--- src/rtl/exc_seq_pkg.sv ---
package exc_seq_pkg;

   localparam int CODE_W = 4;
   localparam int NCODE  = 1 << CODE_W;
   localparam int MW     = 32;

   typedef enum logic [CODE_W-1:0] {
      EXC_NONE  = 4'd0,
      EXC_RESET = 4'd1,
      EXC_MCHK  = 4'd2,
      EXC_CRIT  = 4'd3,
      EXC_EXT   = 4'd4,
      EXC_PROG  = 4'd5,
      EXC_FPU   = 4'd6,
      EXC_AUX   = 4'd7,
      EXC_VEC   = 4'd8,
      EXC_FAC   = 4'd9,
      EXC_DEC   = 4'd10,
      EXC_SC    = 4'd11,
      EXC_DSTOR = 4'd12,
      EXC_ISTOR = 4'd13,
      EXC_ALIGN = 4'd14,
      EXC_RSVD  = 4'd15
   } exc_code_e;

   typedef enum logic [1:0] {
      PRG_FP   = 2'd0,
      PRG_ILL  = 2'd1,
      PRG_PRIV = 2'd2,
      PRG_TRAP = 2'd3
   } prg_kind_e;

   localparam int B_LE  = 0;
   localparam int B_FE1 = 8;
   localparam int B_FE0 = 11;
   localparam int B_ME  = 12;
   localparam int B_FP  = 13;
   localparam int B_ILE = 16;
   localparam int B_POW = 18;

   localparam logic [MW-1:0] SAVE_CLR   = 32'h783F_0000;
   localparam logic [MW-1:0] CRIT_KEEP  = 32'h0000_FFFF;
   localparam logic [MW-1:0] RB_FP      = 32'h0010_0000;
   localparam logic [MW-1:0] RB_ILL     = 32'h0008_0000;
   localparam logic [MW-1:0] RB_PRIV    = 32'h0004_0000;
   localparam logic [MW-1:0] RB_TRAP    = 32'h0002_0000;
   localparam logic [MW-1:0] RB_FPSPLIT = 32'h0001_0000;
   localparam logic [MW-1:0] RB_WAKE    = 32'h0001_0000;

   typedef struct packed {
      logic known;
      logic save_cur;
      logic drop_me;
      logic is_prog;
      logic is_reset;
   } exc_class_t;

endpackage

--- src/rtl/exc_classify.sv ---
module exc_classify
   import exc_seq_pkg::*;
(
   input  logic [CODE_W-1:0] code_i,
   output exc_class_t        cls_o
);
   exc_code_e code;

   always_comb begin
      code  = exc_code_e'(code_i);
      cls_o = '0;
      unique case (code)
         EXC_NONE, EXC_RSVD: cls_o.known = 1'b0;
         EXC_RESET: begin
            cls_o.known    = 1'b1;
            cls_o.drop_me  = 1'b1;
            cls_o.is_reset = 1'b1;
         end
         EXC_MCHK: begin
            cls_o.known   = 1'b1;
            cls_o.drop_me = 1'b1;
         end
         EXC_PROG: begin
            cls_o.known    = 1'b1;
            cls_o.save_cur = 1'b1;
            cls_o.is_prog  = 1'b1;
         end
         EXC_FPU, EXC_AUX, EXC_VEC, EXC_FAC: begin
            cls_o.known    = 1'b1;
            cls_o.save_cur = 1'b1;
         end
         default: cls_o.known = 1'b1;
      endcase
   end
endmodule

--- src/rtl/exc_state_save.sv ---
module exc_state_save
   import exc_seq_pkg::*;
#(
   parameter bit EMBEDDED = 1'b0
)(
   input  logic [MW-1:0] msr_i,
   input  exc_class_t    cls_i,
   input  logic [1:0]    kind_i,
   output logic [MW-1:0] saved_o,
   output logic          drop_o
);
   logic [MW-1:0] base;
   logic [MW-1:0] reason;
   logic          fe0, fe1, fp_on;
   prg_kind_e     kind;

   generate
      if (EMBEDDED) begin : g_full
         assign base = msr_i;
      end else begin : g_filtered
         assign base = msr_i & ~SAVE_CLR;
      end
   endgenerate

   assign fe0   = msr_i[B_FE0];
   assign fe1   = msr_i[B_FE1];
   assign fp_on = msr_i[B_FP];

   always_comb begin
      kind   = prg_kind_e'(kind_i);
      reason = '0;
      drop_o = 1'b0;
      if (cls_i.is_prog) begin
         unique case (kind)
            PRG_FP: begin
               drop_o = (!fe0 && !fe1) || !fp_on;
               reason = RB_FP | ((fe0 != fe1) ? RB_FPSPLIT : '0);
            end
            PRG_ILL:  reason = RB_ILL;
            PRG_PRIV: reason = RB_PRIV;
            default:  reason = RB_TRAP;
         endcase
      end
      if (cls_i.is_reset && msr_i[B_POW]) begin
         reason = RB_WAKE;
      end
   end

   assign saved_o = base | reason;
endmodule

--- src/rtl/exc_target_calc.sv ---
module exc_target_calc
   import exc_seq_pkg::*;
#(
   parameter int AW = 32
)(
   input  logic [NCODE*AW-1:0] vec_tbl_i,
   input  logic [AW-1:0]       prefix_i,
   input  logic [CODE_W-1:0]   code_i,
   input  logic [MW-1:0]       msr_i,
   input  exc_class_t          cls_i,
   output logic [AW-1:0]       hpc_o,
   output logic [MW-1:0]       hmsr_o,
   output logic                undef_o
);
   logic [AW-1:0] entry [NCODE];

   genvar gi;
   generate
      for (gi = 0; gi < NCODE; gi++) begin : g_slice
         assign entry[gi] = vec_tbl_i[gi*AW +: AW];
      end
   endgenerate

   logic [AW-1:0] sel;
   assign sel     = entry[code_i];
   assign undef_o = &sel;
   assign hpc_o   = sel | prefix_i;

   always_comb begin
      hmsr_o        = '0;
      hmsr_o[B_ME]  = msr_i[B_ME] & ~cls_i.drop_me;
      hmsr_o[B_LE]  = msr_i[B_ILE];
   end
endmodule

--- src/rtl/exc_return_calc.sv ---
module exc_return_calc
   import exc_seq_pkg::*;
#(
   parameter int AW       = 32,
   parameter bit EMBEDDED = 1'b0
)(
   input  logic          crit_i,
   input  logic [AW-1:0] srr0_i,
   input  logic [MW-1:0] srr1_i,
   input  logic [AW-1:0] csrr0_i,
   input  logic [MW-1:0] csrr1_i,
   output logic [AW-1:0] pc_o,
   output logic [MW-1:0] msr_o
);
   localparam logic [AW-1:0] ALIGN_CLR = AW'(3);
   logic [MW-1:0] norm_keep;

   generate
      if (EMBEDDED) begin : g_keep_all
         assign norm_keep = '1;
      end else begin : g_keep_some
         assign norm_keep = ~SAVE_CLR;
      end
   endgenerate

   always_comb begin
      if (crit_i) begin
         pc_o  = csrr0_i & ~ALIGN_CLR;
         msr_o = csrr1_i & CRIT_KEEP;
      end else begin
         pc_o  = srr0_i & ~ALIGN_CLR;
         msr_o = srr1_i & norm_keep;
      end
   end
endmodule

--- src/rtl/exc_entry_seq.sv ---
module exc_entry_seq
   import exc_seq_pkg::*;
#(
   parameter int AW       = 32,
   parameter bit EMBEDDED = 1'b0
)(
   input  logic                clk,
   input  logic                rst_n,
   input  logic                ent_vld_i,
   input  logic [3:0]          ent_code_i,
   input  logic [1:0]          ent_kind_i,
   input  logic                ent_crit_i,
   input  logic [AW-1:0]       nia_i,
   input  logic [31:0]         msr_i,
   input  logic [16*AW-1:0]    vec_tbl_i,
   input  logic [AW-1:0]       vec_prefix_i,
   input  logic                ret_vld_i,
   input  logic                ret_crit_i,
   output logic                done_o,
   output logic                err_o,
   output logic [AW-1:0]       pc_o,
   output logic [31:0]         msr_o,
   output logic [AW-1:0]       srr0_o,
   output logic [31:0]         srr1_o,
   output logic [AW-1:0]       csrr0_o,
   output logic [31:0]         csrr1_o
);
   localparam int NPAIR = 2;
   localparam logic [AW-1:0] INSN_BYTES = AW'(4);

   generate
      if (AW < 8) begin : g_bad_aw
         $error("exc_entry_seq: AW must be at least 8");
      end
      if (CODE_W != 4 || MW != 32) begin : g_bad_pkg
         $error("exc_entry_seq: package widths do not match the port list");
      end
   endgenerate

   exc_class_t    cls;
   logic [MW-1:0] saved_msr;
   logic          fp_drop;
   logic [AW-1:0] hpc;
   logic [MW-1:0] hmsr;
   logic          vec_undef;
   logic [AW-1:0] rpc;
   logic [MW-1:0] rmsr;
   logic [AW-1:0] save_addr;
   logic          ent_take, ent_bad, ret_take;

   logic [AW-1:0] pair_addr [NPAIR];
   logic [MW-1:0] pair_msr  [NPAIR];

   exc_classify u_cls (
      .code_i (ent_code_i),
      .cls_o  (cls)
   );

   exc_state_save #(.EMBEDDED(EMBEDDED)) u_save (
      .msr_i   (msr_i),
      .cls_i   (cls),
      .kind_i  (ent_kind_i),
      .saved_o (saved_msr),
      .drop_o  (fp_drop)
   );

   exc_target_calc #(.AW(AW)) u_tgt (
      .vec_tbl_i (vec_tbl_i),
      .prefix_i  (vec_prefix_i),
      .code_i    (ent_code_i),
      .msr_i     (msr_i),
      .cls_i     (cls),
      .hpc_o     (hpc),
      .hmsr_o    (hmsr),
      .undef_o   (vec_undef)
   );

   exc_return_calc #(.AW(AW), .EMBEDDED(EMBEDDED)) u_ret (
      .crit_i  (ret_crit_i),
      .srr0_i  (pair_addr[0]),
      .srr1_i  (pair_msr[0]),
      .csrr0_i (pair_addr[1]),
      .csrr1_i (pair_msr[1]),
      .pc_o    (rpc),
      .msr_o   (rmsr)
   );

   assign save_addr = cls.save_cur ? (nia_i - INSN_BYTES) : nia_i;
   assign ent_bad   = ent_vld_i && !fp_drop && (!cls.known || vec_undef);
   assign ent_take  = ent_vld_i && !fp_drop && cls.known && !vec_undef;
   assign ret_take  = ret_vld_i && !ent_vld_i;

   genvar gp;
   generate
      for (gp = 0; gp < NPAIR; gp++) begin : g_pair
         always_ff @(posedge clk) begin
            if (!rst_n) begin
               pair_addr[gp] <= '0;
               pair_msr[gp]  <= '0;
            end else if (ent_take && (ent_crit_i == gp[0])) begin
               pair_addr[gp] <= save_addr;
               pair_msr[gp]  <= saved_msr;
            end
         end
      end
   endgenerate

   always_ff @(posedge clk) begin
      if (!rst_n) begin
         done_o <= 1'b0;
         err_o  <= 1'b0;
         pc_o   <= '0;
         msr_o  <= '0;
      end else begin
         done_o <= ent_take || ret_take;
         err_o  <= ent_bad;
         if (ent_take) begin
            pc_o  <= hpc;
            msr_o <= hmsr;
         end else if (ret_take) begin
            pc_o  <= rpc;
            msr_o <= rmsr;
         end
      end
   end

   assign srr0_o  = pair_addr[0];
   assign srr1_o  = pair_msr[0];
   assign csrr0_o = pair_addr[1];
   assign csrr1_o = pair_msr[1];
endmodule

--- config.mk ---
export PLATFORM = sky130hd
export DESIGN_NAME = exc_entry_seq
export DESIGN_NICKNAME = d
export VERILOG_FILES = /design/src/rtl/exc_seq_pkg.sv /design/src/rtl/exc_classify.sv /design/src/rtl/exc_state_save.sv /design/src/rtl/exc_target_calc.sv /design/src/rtl/exc_return_calc.sv /design/src/rtl/exc_entry_seq.sv
export SDC_FILE = /design/constraint.sdc
export NUM_CORES = 1
export LEC_CHECK = 0
export CELL_PAD_IN_SITES_DETAIL_PLACEMENT = 0
export CELL_PAD_IN_SITES_GLOBAL_PLACEMENT = 2
export CORE_AREA = 2 2 317 319
export DETAILED_ROUTE_END_ITERATION = 10
export DIE_AREA = 0 0 319 321
export PLACE_DENSITY_LB_ADDON = 0.08
export SYNTH_ARGS = -nofsm -noshare
export SYNTH_HDL_FRONTEND = slang
export SYNTH_SLANG_ARGS = --single-unit
export TNS_END_PERCENT = 5
--- constraint.sdc ---
create_clock -name clk -period 8.75 [get_ports clk]
set_clock_uncertainty 0.1 [all_clocks]
set_input_delay 1.75 -clock clk [delete_from_list [all_inputs] [get_ports clk]]
set_output_delay 1.75 -clock clk [all_outputs]
set_load 0.02 [all_outputs]
# [Word-level counts from Yosys, hierarchy flattened]
# Memories as Yosys holds them, arrays and structs flattened.
# Cells that the tools add are included.
# Widths: inputs -> output; s select.
[totals] in_bits=620 out_inout_bits=194 regBits=66 memories=2 mem_bits_rw=128
[mem_list] memory="pair_addr" words=2 word_bits=32 read_ports=2 rd_ports_with_merged_regs=0 wr=2 line="exc_entry_seq.sv:51" text="logic [AW-1:0] pair_addr [NPAIR];"
[mem_list] memory="pair_msr" words=2 word_bits=32 read_ports=2 rd_ports_with_merged_regs=0 wr=2 line="exc_entry_seq.sv:52" text="logic [MW-1:0] pair_msr [NPAIR];"
[classes] n_eq_ne=11 bitwise_logic=11 n_addsub=1 reduce_logical=26 n_lt_le_gt_ge=1 muxes=32
[op_table] op="$mux 32" count=13
[op_table] op="$bmux 32 s4" count=1
[op_table] op="$pmux 32 s3" count=1
[op_table] op="$or 32x32->32" count=2
[op_table] op="$reduce_and 32->1" count=1
[op_table] op="$sub 32x3->32 const B" count=1
[op_table] op="$mux 13" count=2
[op_table] op="$mux 17" count=1
[op_table] op="$mux 1" count=14
[op_table] op="$eq 4x3->1 const B" count=3
[op_table] op="$eq 4x4->1 const B" count=3
[op_table] op="$logic_and 1x1->1" count=9
[op_table] op="$logic_not 1->1" count=6
[op_table] op="$reduce_or 2->1" count=3
[op_table] op="$ge 5x5->1 const B" count=1
[op_table] op="$not 4->5" count=1
[op_table] op="$reduce_or 5->1" count=1
[op_table] op="$eq 4x1->1 const B" count=1
[op_table] op="$eq 4x2->1 const B" count=1
[op_table] op="$logic_not 4->1" count=1
[op_table] op="$or 1x1->1" count=4
[op_table] op="$logic_or 1x1->1" count=3
[op_table] op="$not 1->1" count=3
[op_table] op="$eq 2x1->1 const B" count=1
[op_table] op="other kinds (5)" count=5

# [Depth between registers and ports, before layout]
[depth] word_depth=14 depth_mapped=13

# [Hierarchy]
# From an unflattened synthesis, not the netlist that was laid out.
[unflattened] hier_cells=1131 hier_area_um2=13593.0
[modules_own_cells] mod="exc_entry_seq" cells_each=660 n_inst=1 seq_area_each_um2=5165.0 area_per_inst_um2=7932.6
[modules_own_cells] mod="exc_target_calc" cells_each=347 n_inst=1 seq_area_each_um2=0.0 area_per_inst_um2=4375.4
[modules_own_cells] mod="exc_return_calc" cells_each=71 n_inst=1 seq_area_each_um2=0.0 area_per_inst_um2=917.1
[modules_own_cells] mod="exc_state_save" cells_each=41 n_inst=1 seq_area_each_um2=0.0 area_per_inst_um2=290.3
[modules_own_cells] mod="exc_classify" cells_each=12 n_inst=1 seq_area_each_um2=0.0 area_per_inst_um2=77.6

# [Least setup slack after synthesis]
# OpenSTA, ideal clock, no wires.
[synth_path] kind="input -> register" start="in ent_code_i[0]" end="mem pair_addr[1][0] (enable)" t_arrival_ns=6.336 setup_time_ns=0.483 slack_ns=1.831 path_stages=13 path_cell_list="buf_4 buf_8 buf_6 mux4_2 a22oi_1 nand2_1 nand4_1 nor4_4 a21o_1 buf_2 buf_6 buf_6 o21ai_1"
[synth_rtl] element="from (decl)" line="exc_entry_seq.sv:10" text="input logic [3:0] ent_code_i,"
[synth_rtl] element="to (decl)" line="exc_entry_seq.sv:51"

==> run summary <==
The run finished with clean final reports. The fraction of synthesis flops using an asynchronous set or reset pin is 0. The overall die width came out at 319 um. The synthesized netlist cell count is 994. The leakage power figure is 7.56 nW. The clock-pin slew of the registers on the worst-case setup and hold paths came out at 0.08 ns.

The post-cts gate resize count is 0. CTS placed an instance of clkbuf_16 at the clock tree root. The areal power density over the cells came out at 127 nW/um2. In this run the remaining antenna-violating nets after routing total 0.

The detail-routed via count per cell came out at 4.09. At the later pin of the worst-skew pair, clock insertion delay measures 0.49 ns. The count of hold-fix buffers inserted at cts came out at 0. The sequential fraction of the synthesis area came out at 0.385. The worst slew margin relative to its limit came out at 0.282.

The post-layout total power came out at 2.79 mW. The overall die area came out at 102,000 um2. The design area came out at 21,900 um2. The primary flip-flop cell chosen by synthesis mapping is edfxtp_1. The wire length of the first global-routing pass came out at 126 mm.

TritonCTS built the clock tree. The final-report hold violation count came out at 0. The data required time at the worst endpoint is 8.85 ns. In this run the worst hold path is classified as register to register. The total CTS buffers came out at 17. The pin count of the biggest net entering global routing is 82.

For this run, the number of Yosys warnings is 0. On the critical path, the stage with the largest delay is an instance of nor2b_4. Setup total negative slack on the finished layout was measured at 0 ns. The total global-route track usage is 0.186. The measured slew at the worst slew-check pin came out at 1.07 ns.

The number of different library cells used by synthesis comes to 51. The setup violation total in the final timing report is 0. The total area inside the core boundary comes to 99,300 um2. The worst setup path is captured at a register.

Yosys mapped a number of flops with a built-in enable equal to 118. The number of antenna violations at the first check in global routing was 78. The largest voltage drop on the vdd net is 0.136 mV.

The final hold slack is 0.377 ns. The number of DRC markers in iteration 0 is 665. Setup repair after global routing left no endpoint under its margin. The number of DRC violations after detailed routing is 0. The total count of max-transition violations in the final report is 0. After synthesis, the mean cell area works out to 12.2 um2.

The effective utilization at floorplan came out at 0.122. The worst setup path is of the input pin to register kind. The area of the mapped netlist is 12,100 um2. The number of iterations in the first detailed-routing pass is 4. The final critical delay including setup and external delays came out at 6.27 ns. The utilization of the core after routing came out at 0.220. The routed layout has 12,466 vias. The largest fanout of any net on the critical path is 48.

STA classifies the critical path startpoint as an input pin. The number of buffers inserted by post-CTS setup repair came out at 0. The tree built by TritonCTS fans out to 174 sinks. The relative area change from synthesis to final layout is 80.5%. Based on the critical path, the design can be clocked at up to 160 MHz. In this run the core area contains 116 standard-cell rows. The average detailed-routed wire length per instance is 32.0 um. For this run, the slowest stage of the critical path takes 0.93 ns.

The HPWL reported at the end of detailed placement came out at 82.2 mm. The number of inserted filler cells in the final layout came out at 10,785. The total of flip-flops plus latches after synthesis is 174. The final RePlAce weighted congestion came out at 0.891. The number of primary I/O pins is 814. The number of global-route vias before repair came out at 13,167. The clock passes through at most 2 buffers. The fraction of final layout cells with drive strength greater than 1 is 0.131. The final wirelength came out at 97.4 mm. In this run the cell area measured after placement is 21,300 um2.

The die span in y is 321 um. Port buffering added 785 buffers. In the finished design, the share of the clock period the worst path needs comes to 0.716.

For this run, the post-layout net count is 2,343. The endpoint arrival time on the critical path is 6.37 ns. Across the run, the number of max-cap violations was 0. The critical path goes through clkdlybuf4s50_1 > nor2b_4 > a22oi_1 > nand2_1 > nand4_1 > nor4_4 > a21o_4 > buf_4 > nor3_1. The sum of overflow across all layers after global routing came out at 0. The H-tree generated during clock tree synthesis spans 4 levels.
[Yosys cell counts (2+ instances only)]
| library cell | n | share of area |
|---|---|---|
| or2_2 | 6 | 0.0031 |
| mux2i_1 | 78 | 0.064 |
| xnor2_1 | 26 | 0.019 |
| buf_4 | 32 | 0.020 |
| inv_1 | 7 | 0.0022 |
| nand2_1 | 74 | 0.023 |
| a22oi_1 | 64 | 0.040 |
| buf_2 | 17 | 0.0070 |
| nor4_4 | 2 | 0.0035 |
| ha_1 | 2 | 0.0021 |
| a2111oi_2 | 13 | 0.016 |
| o211ai_1 | 32 | 0.020 |
| nand4_1 | 9 | 0.0046 |
| or4_1 | 2 | 0.0012 |
| nor2_1 | 29 | 0.0090 |
| a21oi_1 | 8 | 0.0033 |
| nor3b_1 | 6 | 0.0037 |
| and3_1 | 58 | 0.030 |
| nor2b_1 | 5 | 0.0026 |
| nor4_1 | 7 | 0.0036 |
| and4_1 | 3 | 0.0022 |
| mux4_2 | 128 | 0.24 |
| nor3_1 | 73 | 0.030 |
| buf_1 | 5 | 0.0015 |
| clkbuf_1 | 51 | 0.016 |
| clkbuf_2 | 2 | 0.00083 |
| edfxtp_1 | 118 | 0.29 |
| o21ai_0 | 32 | 0.013 |
| nand3_1 | 6 | 0.0025 |
| dfxtp_1 | 56 | 0.093 |
| buf_6 | 14 | 0.013 |
| or3_1 | 3 | 0.0015 |
| nor3_2 | 2 | 0.0017 |
| xor2_1 | 3 | 0.0022 |
| a211oi_1 | 4 | 0.0025 |
| o21ai_1 | 2 | 0.00083 |
[cells by family (layout without fill, tap and decap cells)]
family	after synthesis	in the layout	synth area share
compound gates	162	162	0.100
flops	174	174	0.385
buf+inv	129	850	0.0614
xor+xnor	29	29	0.0210
mux	206	206	0.302
simple gates	291	291	0.128
fa+ha+maj	2	2	0.00206
other cells	1	33	0.000309
[report_power, final]
| part | total, mW | leakage, nW | internal, mW | switching (mW) |
|---|---|---|---|---|
| registers | 0.992 | 1.65 | 0.951 | 0.0404 |
| clock network | 0.782 | 0.282 | 0.377 | 0.405 |
| logic | 1.01 | 5.63 | 0.523 | 0.489 |
[flip-flops by register name, indices dropped and copies added, names as in the netlist]
| signal | count |
|---|---|
| pair_addr | 64 |
| pair_msr | 54 |
| pc_o | 32 |
| msr_o | 22 |
| done_o | 1 |
| err_o | 1 |
[metrics by stage]
step                      std cells  setup WS, ns
after floorplan                1013          1.83
after global placement         3000          1.93
after detailed placement       3000          1.93
after CTS                      3032          2.49
after global routing           3035          2.26
final                          3045          2.48
[critical path, delay by kind of cell]
family,cells,cell delay (ns)
AND/OR/NAND/NOR,5,2.32
buffers and inverters,2,1.28
AO/OA/AOI/OAI,2,0.86
[layout by cell type, fill, tap and decap left out, types with 8 or more instances in the layout]
cell type,Yosys,layout
clkbuf_16,0,17
conb_1,1,20
o211ai_1,32,32
edfxtp_1,118,118
mux2i_1,78,78
diode_2,0,13
nor3_1,73,73
dfxtp_1,56,56
xnor2_1,26,26
buf_4,32,24
nand4_1,9,9
a2111oi_2,13,13
clkdlybuf4s50_1,0,781
nand2_1,74,74
nor2_1,29,26
a22oi_1,64,64
mux4_2,128,128
o21ai_0,32,32
and3_1,58,58
a21oi_1,8,8
[routing by layer]
layer  part of all wire  global-route usage  wire length, um
met4              0.017              0.0310             1670
met2               0.55               0.366            53900
met1               0.36               0.194            35000
met5             0.0026                   0              258
met3              0.068              0.0554             6600
[final cells by class]
| class | instances | area (um2) | area share |
|---|---|---|---|
| multi-input combinational | 710 | 6860 | 0.313 |
| clock inverter | 15 | 144 | 0.00658 |
| inverter | 7 | 26.3 | 0.00120 |
| antenna | 13 | 32.5 | 0.00149 |
| clock buffer | 17 | 425 | 0.0194 |
| timing repair buffer | 811 | 8100 | 0.370 |
| sequential | 174 | 4660 | 0.213 |
| tap | 1298 | 1620 | 0.0742 |
[worst paths after layout]
kind,start,slack (ns),depth (start not counted),to
worst min-delay path,pc_o[1],0.38,2,pc_o[1]
worst min register to register,pc_o[1],0.38,2,pc_o[1]
worst max register to register,pair_addr[1][15],7.11,4,pc_o[15]
worst max-delay path,ent_code_i[2],2.48,9,pair_addr[0][25]
No activity file was read; power rests on OpenSTA's default activity.
